$ cat src/rtl/tdc_dec_pkg.sv
package tdc_dec_pkg;

  typedef enum logic {
    MODE_BUFFER   = 1'b0,
    MODE_INVERTER = 1'b1
  } chain_mode_e;

  // Odd stages of an inverting chain carry the opposite polarity.
  function automatic logic stage_is_flipped(input int idx);
    return (idx % 2) == 1;
  endfunction

endpackage

$ cat src/rtl/tdc_phase_untwist.sv
module tdc_phase_untwist #(
  parameter int STAGES = 16
) (
  input  logic              flip_en,
  input  logic [STAGES-1:0] raw_word,
  output logic [STAGES-1:0] therm_word
);

  for (genvar g = 0; g < STAGES; g++) begin : g_stage
    if (tdc_dec_pkg::stage_is_flipped(g)) begin : g_flip
      assign therm_word[g] = raw_word[g] ^ flip_en;
    end else begin : g_keep
      assign therm_word[g] = raw_word[g];
    end
  end

endmodule

$ cat src/rtl/tdc_ones_count.sv
module tdc_ones_count #(
  parameter int STAGES = 16,
  parameter int CW     = $clog2(STAGES + 1)
) (
  input  logic [STAGES-1:0] therm_word,
  output logic [CW-1:0]     ones
);

  always_comb begin
    ones = '0;
    for (int i = 0; i < STAGES; i++) begin
      ones = ones + CW'(therm_word[i]);
    end
  end

endmodule

$ cat src/rtl/tdc_edge_check.sv
module tdc_edge_check #(
  parameter int STAGES = 16
) (
  input  logic [STAGES-1:0] therm_word,
  output logic              multi_fall,
  output logic              all_set
);

  localparam int FW = STAGES - 1;
  localparam logic [FW-1:0] ONE = FW'(1);

  logic [FW-1:0] falls;

  for (genvar g = 0; g < FW; g++) begin : g_fall
    assign falls[g] = therm_word[g] & ~therm_word[g+1];
  end

  // More than one bit set: clearing the lowest still leaves a bit.
  assign multi_fall = |(falls & (falls - ONE));
  assign all_set    = &therm_word;

endmodule

$ cat src/rtl/tdc_code_decoder.sv
module tdc_code_decoder #(
  parameter  int STAGES = 16,
  localparam int CW     = $clog2(STAGES + 1)
) (
  input  logic              clk,
  input  logic              rst_n,
  input  logic              sample_vld,
  input  logic [STAGES-1:0] sample_code,
  input  logic              inv_mode,
  output logic              count_vld,
  output logic [CW-1:0]     count,
  output logic              bubble_err,
  output logic              overflow
);

  import tdc_dec_pkg::*;

  chain_mode_e       mode;
  logic [STAGES-1:0] therm;
  logic [CW-1:0]     ones;
  logic              multi_fall;
  logic              all_set;

  logic              vld_d, vld_q;
  logic [CW-1:0]     cnt_d, cnt_q;
  logic              bub_d, bub_q;
  logic              ovf_d, ovf_q;

  assign mode = chain_mode_e'(inv_mode);

  tdc_phase_untwist #(.STAGES(STAGES)) u_untwist (
    .flip_en    (mode == MODE_INVERTER),
    .raw_word   (sample_code),
    .therm_word (therm)
  );

  tdc_ones_count #(.STAGES(STAGES), .CW(CW)) u_ones (
    .therm_word (therm),
    .ones       (ones)
  );

  tdc_edge_check #(.STAGES(STAGES)) u_edges (
    .therm_word (therm),
    .multi_fall (multi_fall),
    .all_set    (all_set)
  );

  // Next state: result registers load only on an accepted sample.
  always_comb begin
    vld_d = sample_vld;
    cnt_d = cnt_q;
    bub_d = bub_q;
    ovf_d = ovf_q;
    if (sample_vld) begin
      cnt_d = ones;
      bub_d = multi_fall;
      ovf_d = all_set;
    end
  end

  always_ff @(posedge clk or negedge rst_n) begin
    if (!rst_n) begin
      vld_q <= 1'b0;
      cnt_q <= '0;
      bub_q <= 1'b0;
      ovf_q <= 1'b0;
    end else begin
      vld_q <= vld_d;
      cnt_q <= cnt_d;
      bub_q <= bub_d;
      ovf_q <= ovf_d;
    end
  end

  assign count_vld  = vld_q;
  assign count      = cnt_q;
  assign bubble_err = bub_q;
  assign overflow   = ovf_q;

endmodule

$ cat config.mk
export PLATFORM = sky130hd
export DESIGN_NAME = tdc_code_decoder
export DESIGN_NICKNAME = d
export VERILOG_FILES = /design/src/rtl/tdc_dec_pkg.sv /design/src/rtl/tdc_phase_untwist.sv /design/src/rtl/tdc_ones_count.sv /design/src/rtl/tdc_edge_check.sv /design/src/rtl/tdc_code_decoder.sv
export SDC_FILE = /design/constraint.sdc
export NUM_CORES = 1
export LEC_CHECK = 0
export ABC_AREA = 1
export BUFFER_PORTS_ARGS = -buffer_cell sky130_fd_sc_hd__buf_2
export CAP_MARGIN = 20
export CORE_MARGIN = 2
export CORE_UTILIZATION = 40
export CTS_CLUSTER_SIZE = 16
export DETAILED_ROUTE_END_ITERATION = 7
export SLEW_MARGIN = 20
export SYNTH_ARGS = -nofsm -noshare
export SYNTH_HDL_FRONTEND = slang
export SYNTH_HIERARCHICAL = 1
export SYNTH_SLANG_ARGS = --single-unit
$ cat constraint.sdc
create_clock -name clk -period 0.81 [get_ports clk]
set_input_delay 0.2025 -clock clk [delete_from_list [all_inputs] [get_ports clk]]
set_output_delay 0.2025 -clock clk [all_outputs]
set_load 0.02 [all_outputs]
==> impl_metrics.csv, run 1 <==
group,metric,value,unit
drt,via_count,1371,
cts,cts_buffer_depth,2,
global_routing,grt_pass1_vias,1250,
cts,cts_buffers,3,
cts,cts_root_buf,"clkbuf_4",
cts,cts_tree,"done",
cts,cts.sinks,8,
worst_hold_path,hold_class,"in2reg",
timing,min_period,3180,ps
floorplan,initial_core_util,41.0,%
floorplan,core_area,3280,sq um
critical_path,slowest_stage,"fa_1",
drt,drt-wirelength-per-cell,9.20,um
critical_path,crit_type,"in2reg",
status,failed_checks,"setup timing",
timing,grt_setup_unrepaired,"yes",
global_routing,track_usage,16.9,%
critical_path,path_cells,"buf_12 > clkinv_8 > nand2_2 > nand2_2 > inv_2 > fa_1 > fa_1 > fa_1 > fa_1 > inv_2 > ha_4 > inv_2 > fa_2 > inv_2 > nand2_2 > nand2_1",
global_routing,antenna_found_initial,0,
power_and_ir_drop,power_density,1950,nW/um^2
critical_path,arrival,3320,ps
status,status,"finished with violations",
synth,ys_seq_area_share,14.9,%
cells_and_area,area_growth,42.7,%
cts,htreeDepth,1,
drt,drc_errors,0,
cells_and_area,drive_above_1_share,45.6,%
floorplan,die_w,62.0,um
floorplan,num_rows,21,
drt,wl,2950,um
critical_path,required,960,ps
placed_design,hpwl,2340,um
critical_path,cpPeakStageDelay,530,ps
timing,worst_pin_slew,249,ps
timing,relSlewSlack,83.3,%
synth,ys_ff_latch,8,
placed_design,place_ws,-2780,ps
timing,hold_violations,0,
timing,setup_viol,15,
global_routing,grt_overflow_total,0,
power_and_ir_drop,power_leakage,1.17,nW
synth,yosys-top-cells-area,"nand2_1 23%, inv_1 16%, dfrtp_1 15%",
synth,netlist_instances,223,
placed_design,numPortBuffers,27,
drt,ant_nets,0,
synth,yosysWarnings,6,
timing,timing.fmax,315,MHz
synth,synth_area_leader_cell,"nand2_1",
floorplan,io_pins,28,
synth,synth_nets,258,
timing,worst_slack,-2370,ps
timing,slew_viol_final,0,
cts,path_clk_slew,50,ps
synth,synth_top_area_share,23.2,%
job,maxCapViolations,0,
power_and_ir_drop,power,3.74,mW
cts,clk_latency,250,ps
critical_path,end_kind,"flip-flop",
floorplan,dieArea,3840,sq um
cells_and_area,finalNetCount,311,
timing,skew,0,ps
cells_and_area,diodes,0,
floorplan,die_y,62.0,um
critical_path,critPathLaunchType,"primary input",
critical_path,reg2reg_slack,-30,ps
placed_design,place_congestion,0.758,
synth,synth.distinct_cells,22,
drt,drt_iter0_markers,32,
drt,firstDrtPassIters,4,
timing,period_share,392,%
cells_and_area,finish.utilization,58.4,%
critical_path,critical_path_peak_fanout,8,
synth,avgSynthCellArea,6.03,sq um
synth,synth_area,1350,sq um
drt,drt-vias-per-instance,4.28,
global_routing,grt_pass1_wl,4920,um
global_routing,grt_max_degree,10,
power_and_ir_drop,ir_worst_vdd,1040,uV
[routing by layer]
layer  global-route usage, %  vias up  share of wire (%)
met5                       0        -                  0
met4                   0.912        0                  0
met3                    2.69        0                3.1
met2                    31.0       18                 53
met1                    21.7      618                 44
li1                        -      735                  -
[cells in the final DEF, fill, tap and decap left out, types with 4 or more instances in the layout]
master	synthesis	final
buf_4	8	30
buf_2	0	18
nand4_1	7	7
nand2_4	2	6
fa_1	10	9
buf_6	2	8
inv_2	6	19
nor2_1	11	9
inv_1	58	44
nand2_1	83	55
dfrtp_1	8	8
nand3_1	6	6
nand2_2	5	29
ha_1	5	4
[final cells by class]
type	count	area [sq um]
clock buffer	3	22.5
fill	334	1370
inverter	64	253
multi-input combinational	141	951
sequential	8	200
tap	46	57.6
timing repair buffer	58	435
[where the power goes]
group / internal, mW / switching [mW]
logic: 1.37 / 1.48
registers: 0.519 / 0.0729
clock network: 0.169 / 0.129
[sequential cells by signal (all words and copies together) (netlist names)]
signal      cells
bubble_err      1
count           5
count_vld       1
overflow        1
[logic make-up after synthesis]
family,after synthesis,synth area share [%]
AO/OA/AOI/OAI,6,2.51
XOR/XNOR,1,0.651
adder cells (fa/ha/maj),15,19.5
buffers and inverters,74,24.0
flip-flops,8,14.9
AND/OR/NAND/NOR,119,38.4
[metrics by stage]
stage / instance area (sq um) / hold WS, ps / instances / setup TNS [ps]
2_1_floorplan: 1400 / -93.1 / 223 / -13060
3_3_place_gp: 1670 / 53.4 / 308 / -14630
3_5_place_dp: 1670 / 53.0 / 308 / -14710
4_1_cts: 1850 / 164 / 319 / -13260
5_1_grt: 1920 / 166 / 320 / -14240
6_report: 1920 / 172 / 320 / -13210
[final timing paths]
kind / end / cells after the start / from
setup / recovery: count[1]$_DFFE_PN0P_ / 16 / inv_mode
hold reg to reg: count[1]$_DFFE_PN0P_ / 2 / count[1]$_DFFE_PN0P_
setup reg to reg: overflow$_DFFE_PN0P_ / 4 / overflow$_DFFE_PN0P_
hold / removal: count_vld$_DFF_PN0_ / 1 / sample_vld
max in group asynchronous: count[0]$_DFFE_PN0P_ / 2 / rst_n
min in group asynchronous: count_vld$_DFF_PN0_ / 2 / rst_n
[what timing repair did]
item                       CTS  global route
pin swaps                   24            19
hold endpoints to repair     8             0
resized for setup           32            25
setup buffers                8             3
hold buffers                 1             0
setup endpoints to repair   15            15
[synthesized netlist by cell type]
| cell | number |
|---|---|
| nand2_2 | 5 |
| a21oi_1 | 3 |
| o22ai_1 | 1 |
| or2_2 | 1 |
| buf_6 | 2 |
| nand3_1 | 6 |
| nor4_1 | 1 |
| inv_2 | 6 |
| dfrtp_1 | 8 |
| nor2_2 | 2 |
| buf_4 | 8 |
| ha_1 | 5 |
| o21ai_1 | 1 |
| nor2_1 | 11 |
| nand2_4 | 2 |
| nand4_1 | 7 |
| fa_1 | 10 |
| nand2_1 | 83 |
| inv_1 | 58 |
| o21bai_1 | 1 |
| nor2_4 | 1 |
| xnor2_1 | 1 |
[critical path, delay by kind of cell]
kind	cells	cell delay, ps
simple gates	4	190
buf+inv	6	360
fa+ha+maj	6	2560
No activity file was read; power rests on OpenSTA's default activity.
==> inputs of run 2 (changes only) <==
Settings changed: BUFFER_PORTS_ARGS -buffer_cell sky130_fd_sc_hd__buf_2 to -buffer_cell sky130_fd_sc_hd__buf_4.
==> run 2 against run 1 <==
  * The run still ends with setup timing left
  * Final area rose by 3.2%
  * Critical path depth did not move
  * Combinational power about the same
  * Critical endpoint unchanged
  * Sequential share of layout area is 0.32 points lower
  * Power up 0.67%
  * Non-clock buffer count fell by 3
  * Maximum frequency down 2.5%
  * Register-to-register slack about the same
  * Routed wire length up 1.7%
  * Cell count down 0.94%
==> impl_metrics.csv, run 2 (synthesized netlist as in run 1, its figures left out) <==
group,metric,value,unit
status,status,"finished with violations",
status,failed_checks,"setup timing",
drt,drt-vias-per-instance,4.25,
floorplan,die_w,62.0,um
floorplan,io_pins,28,
timing,period_share,402,%
cells_and_area,finalNonFillerCells,317,
placed_design,hpwl,2440,um
cells_and_area,fin_area,1980,sq um
timing,holdWs,146,ps
critical_path,reg2reg_to,"bubble_err$_DFFE_PN0P_",
timing,slew_viol_final,0,
drt,ant_nets,0,
cts,clk_latency,240,ps
placed_design,place_congestion,0.733,
critical_path,critical_path_peak_fanout,8,
global_routing,grt_pass1_vias,1210,
critical_path,crit_type,"in2reg",
cts,cts_buffers,3,
cells_and_area,area_growth,47.3,%
global_routing,track_usage,17.2,%
critical_path,arrival,3400,ps
cts,path_clk_slew,50,ps
timing,hold_violations,0,
floorplan,initial_core_util,41.0,%
timing,worst_slack,-2450,ps
timing,timing.fmax,307,MHz
worst_hold_path,hold_depth,1,
timing,grt_setup_unrepaired,"yes",
timing,min_period,3260,ps
cts,cts_tree,"done",
placed_design,dp_cells,308,
cells_and_area,layout_common_cells,"60 x nand2_1, 46 x inv_1, 39 x buf_4",
critical_path,cp-startpoint,"inv_mode",
placed_design,dpl_cell_area,1740,sq um
job,maxCapViolations,0,
floorplan,die_y,62.0,um
global_routing,grt_pass1_wl,4950,um
critical_path,r2r_start,"bubble_err$_DFFE_PN0P_",
cells_and_area,diodes,0,
worst_hold_path,min-delay-start,"sample_vld",
drt,drt-wirelength-per-cell,9.45,um
global_routing,grt_overflow_total,0,
timing,worst_pin_slew,229,ps
global_routing,grt_max_degree,10,
floorplan,dieArea,3840,sq um
cells_and_area,largest_reg_flops,5,
power_and_ir_drop,power_density,1900,nW/um^2
critical_path,critPathLaunchType,"primary input",
timing,relSlewSlack,84.6,%
drt,drt_iter0_markers,36,
floorplan,num_rows,21,
cts,htreeDepth,1,
critical_path,rr_worst_depth,4,
cts,cts.sinks,8,
drt,wl,3000,um
power_and_ir_drop,power_leakage,1.18,nW
drt,via_count,1346,
cells_and_area,finish.utilization,60.3,%
critical_path,end_kind,"flip-flop",
cells_and_area,drive_above_1_share,42.8,%
cts,cts_root_buf,"clkbuf_4",
timing,skew,0,ps
floorplan,core_area,3280,sq um
power_and_ir_drop,ir_worst_vdd,1020,uV
drt,drc_errors,0,
drt,firstDrtPassIters,4,
critical_path,reg2reg_slack,-30,ps
timing,setup_viol,15,
placed_design,numPortBuffers,27,
cells_and_area,layout_commonest_cell,"nand2_1",
cts,cts_buffer_depth,2,
worst_hold_path,hold_class,"in2reg",
worst_hold_path,min_to,"count_vld$_DFF_PN0_",
cells_and_area,finalNetCount,308,
cells_and_area,fill_cells,323,
critical_path,required,950,ps
timing,final.setup.tns,-13460,ps
global_routing,antenna_found_initial,0,
run 2: changes by cell type in the layout (fill, tap and decap cells not counted), moves of 3 or more:
cell / previous run / this run
buf_6: 8 / 14
nand2_4: 6 / 9
inv_2: 19 / 16
buf_4: 30 / 39
buf_2: 18 / 0
nand2_2: 29 / 21
nand2_1: 55 / 60
run 2: stage by stage:
stage	worst slack [ps]	total power [mW]
finish	-2450	3.77
floorplan	-2630	2.46
CTS	-2430	3.56
global placement	-2730	3.07
detailed placement	-2760	3.10
global route	-2570	4.29
run 2: worst max-delay path by stage:
stage               slack [ps]  cells after the start                    to
finish                   -2450                     16  count[1]$_DFFE_PN0P_
floorplan                -2630                     16  count[1]$_DFFE_PN0P_
detailed placement       -2760                     16  count[1]$_DFFE_PN0P_
global placement         -2730                     16  count[1]$_DFFE_PN0P_
CTS                      -2430                     16  count[1]$_DFFE_PN0P_
global route             -2570                     16  count[1]$_DFFE_PN0P_
run 2: power breakdown:
group | internal (mW) | switching (mW)
Sequential | 0.519 | 0.0761
Clock | 0.169 | 0.121
Combinational | 1.40 | 1.48
Total | 2.09 | 1.68
run 2: layout make-up:
| type | count | area [sq um] | area share [%] |
|---|---|---|---|
| flip-flops and latches | 8 | 200 | 10.1 |
| clock buffers | 3 | 22.5 | 1.14 |
| repair buffers | 55 | 480 | 24.3 |
| inverters | 64 | 255 | 12.9 |
| well taps | 46 | 57.6 | 2.91 |
| multi-input cells | 141 | 965 | 48.7 |
run 2: worst max-delay path: stages:
cell,delay (ps)
buf_12,120
clkinv_8,60
nand2_1,80
nand2_4,80
inv_2,40
fa_1,520
fa_1,440
fa_1,540
fa_1,430
inv_2,80
ha_4,130
inv_2,30
fa_2,510
inv_2,30
nand2_1,40
nand2_1,40
run 2: timing repair:
action	4_1_cts	5_1_grt
pin swaps	22	31
gates cloned	0	0
setup endpoints to repair	15	15
setup buffers	4	4
endpoints found under the hold margin	8	0
hold buffers	1	0
gates resized for setup	18	34
run 2: per-layer routing:
| layer | GRT usage, % | routed length, um | vias up | part of all wire (%) |
|---|---|---|---|---|
| li1 | - | - | 732 | - |
| met1 | 22.3 | 1320 | 591 | 44 |
| met2 | 30.7 | 1550 | 21 | 52 |
| met3 | 3.73 | 109 | 2 | 3.6 |
| met4 | 0.912 | 17 | 0 | 0.57 |
| met5 | 0 | 0 | - | 0 |
==> inputs of run 3 (changes only) <==
Clock period 0.81 ns to 4.2 ns, I/O delays scaled along.
==> run 3 against run 2 <==
  * The run now ends clean
  * Clock-buffer cell count unchanged
  * Via count down 5.1%
  * Clock power down 81%
  * Non-clock buffer count down 17
  * Clock skew unchanged
  * Global-route usage down 1.9 points
  * Sequential power down 81%
  * Setup slack better by 2500 ps
  * Power down 83%
  * Sequential cell count unchanged
  * Hold slack better by 320 ps
  * Routed wire length down 13%
  * Critical path type unchanged
  * Critical endpoint unchanged
  * Largest power group unchanged
  * Highest routed layer is now met3
==> impl_metrics.csv, run 3 (synthesized netlist as in run 1, its figures left out) <==
group,metric,value,unit
status,status,"complete, no violations",
floorplan,core_area,3280,sq um
cts,path_clk_slew,50,ps
floorplan,die_w,62.0,um
timing,hold_violations,0,
cells_and_area,largest_reg_flops,5,
cells_and_area,layout_common_cells,"70 x nand2_1, 54 x inv_1, 37 x buf_4",
worst_hold_path,min-delay-start,"bubble_err$_DFFE_PN0P_",
power_and_ir_drop,power_density,377,nW/um^2
placed_design,hpwl,2270,um
critical_path,end_kind,"flip-flop",
critical_path,reg2reg_to,"count[1]$_DFFE_PN0P_",
critical_path,reg2reg_slack,3590,ps
cells_and_area,finalNetCount,291,
floorplan,dieArea,3840,sq um
global_routing,track_usage,15.2,%
critical_path,rr_worst_depth,2,
cts,cts_buffers,3,
critical_path,path_common_cell,"fa_1",
timing,final.setup.tns,0,ps
drt,drt-vias-per-instance,4.26,
drt,firstDrtPassIters,4,
floorplan,num_rows,21,
cts,cts_buffer_depth,2,
cells_and_area,area_growth,24.7,%
drt,drc_errors,0,
placed_design,numPortBuffers,27,
worst_hold_path,hold_class,"reg2reg",
critical_path,cp_num_buf_inv,6,
timing,min_period,4110,ps
power_and_ir_drop,ir_worst_vdd,176,uV
cts,cts_root_buf,"clkbuf_4",
drt,drt-wirelength-per-cell,8.69,um
drt,via_count,1278,
floorplan,io_pins,28,
drt,drt_iter0_markers,37,
placed_design,dpl_cell_area,1630,sq um
job,maxCapViolations,0,
cts,htreeDepth,1,
timing,setup_viol,0,
cells_and_area,fin_area,1680,sq um
worst_hold_path,min_to,"bubble_err$_DFFE_PN0P_",
cells_and_area,finish.utilization,51.0,%
critical_path,slowest_stage,"fa_1",
drt,ant_nets,0,
cts,cts_tree,"done",
floorplan,die_y,62.0,um
critical_path,crit_family,"adder cells",
global_routing,grt_pass1_vias,1174,
placed_design,dp_cells,295,
critical_path,critPathLaunchType,"primary input",
cells_and_area,finalNonFillerCells,300,
cells_and_area,fill_cells,369,
global_routing,grt_max_degree,10,
timing,worst_pin_slew,271,ps
worst_hold_path,hold_depth,2,
cells_and_area,diodes,0,
floorplan,initial_core_util,41.0,%
critical_path,crit_type,"in2reg",
global_routing,grt_overflow_total,0,
critical_path,critical_path_peak_fanout,9,
timing,slew_viol_final,0,
cells_and_area,layout_commonest_cell,"nand2_1",
timing,skew,0,ps
power_and_ir_drop,power_leakage,1.06,nW
critical_path,r2r_start,"count[1]$_DFFE_PN0P_",
critical_path,arrival,4240,ps
global_routing,grt_pass1_wl,4580,um
timing,holdWs,469,ps
cts,clk_latency,240,ps
critical_path,required,4340,ps
critical_path,cpPeakStageDelay,550,ps
timing,timing.fmax,243,MHz
drt,wl,2610,um
critical_path,path_cells,"buf_6 > inv_8 > nand2_2 > nand2_2 > inv_2 > fa_1 > fa_1 > fa_1 > fa_1 > inv_1 > ha_2 > inv_2 > fa_2 > inv_1 > nand2_1 > nand2_1",
cells_and_area,drive_above_1_share,30.3,%
timing,period_share,97.8,%
cts,cts.sinks,8,
global_routing,antenna_found_initial,0,
timing,relSlewSlack,81.8,%
placed_design,place_congestion,0.773,
-- run 3: worst max-delay path by stage --
stage / startpoint / end / slack [ps] / depth (start not counted)
final: inv_mode / count[1]$_DFFE_PN0P_ / 90 / 16
after global routing: inv_mode / count[1]$_DFFE_PN0P_ / -10 / 16
after CTS: inv_mode / count[1]$_DFFE_PN0P_ / 2 / 16
after detailed placement: inv_mode / count[1]$_DFFE_PN0P_ / -250 / 16
after global placement: inv_mode / count[1]$_DFFE_PN0P_ / -220 / 16
after floorplan: inv_mode / count[1]$_DFFE_PN0P_ / -120 / 16
-- run 3: layout make-up --
cell class | count | area, sq um | area share [%]
flip-flops and latches | 8 | 200 | 11.9
well taps | 46 | 57.6 | 3.43
inverters | 64 | 248 | 14.8
multi-input cells | 141 | 860 | 51.3
repair buffers | 38 | 289 | 17.2
clock buffers | 3 | 22.5 | 1.34
-- run 3: worst reg2reg max path, delay by kind of cell (launching register included) --
kind / cells / cell delay (ps)
and+or+nand+nor: 2 / 130
DFF: 1 / 380
-- run 3: through the flow --
step	total power, mW	setup WS (ps)
global placement	0.571	-223
detailed placement	0.574	-250
finish	0.632	91.0
floorplan	0.463	-123
global route	0.725	-12.7
CTS	0.634	2.18
-- run 3: layer usage --
layer / part of all wire (%) / vias to the layer above / wire length (um) / track usage, %
li1: - / 694 / - / -
met1: 49 / 558 / 1280 / 21.1
met2: 47 / 26 / 1220 / 26.5
met3: 4.3 / 0 / 113 / 2.07
met4: 0 / 0 / 0 / 0.912
met5: 0 / - / 0 / 0
-- run 3: power by group --
part / total, mW / internal, mW / switching [mW]
Combinational: 0.465 / 0.213 / 0.252
Sequential: 0.111 / 0.100 / 0.0111
Clock: 0.0560 / 0.0325 / 0.0235
Total: 0.632 / 0.346 / 0.286
-- run 3: what timing repair did --
item / 4_1_cts / 5_1_grt
resized for setup: 0 / 5
endpoints found under the setup margin: 0 / 3
hold buffers: 0 / 0
buffers inserted: 0 / 2
hold endpoints to repair: 0 / 0
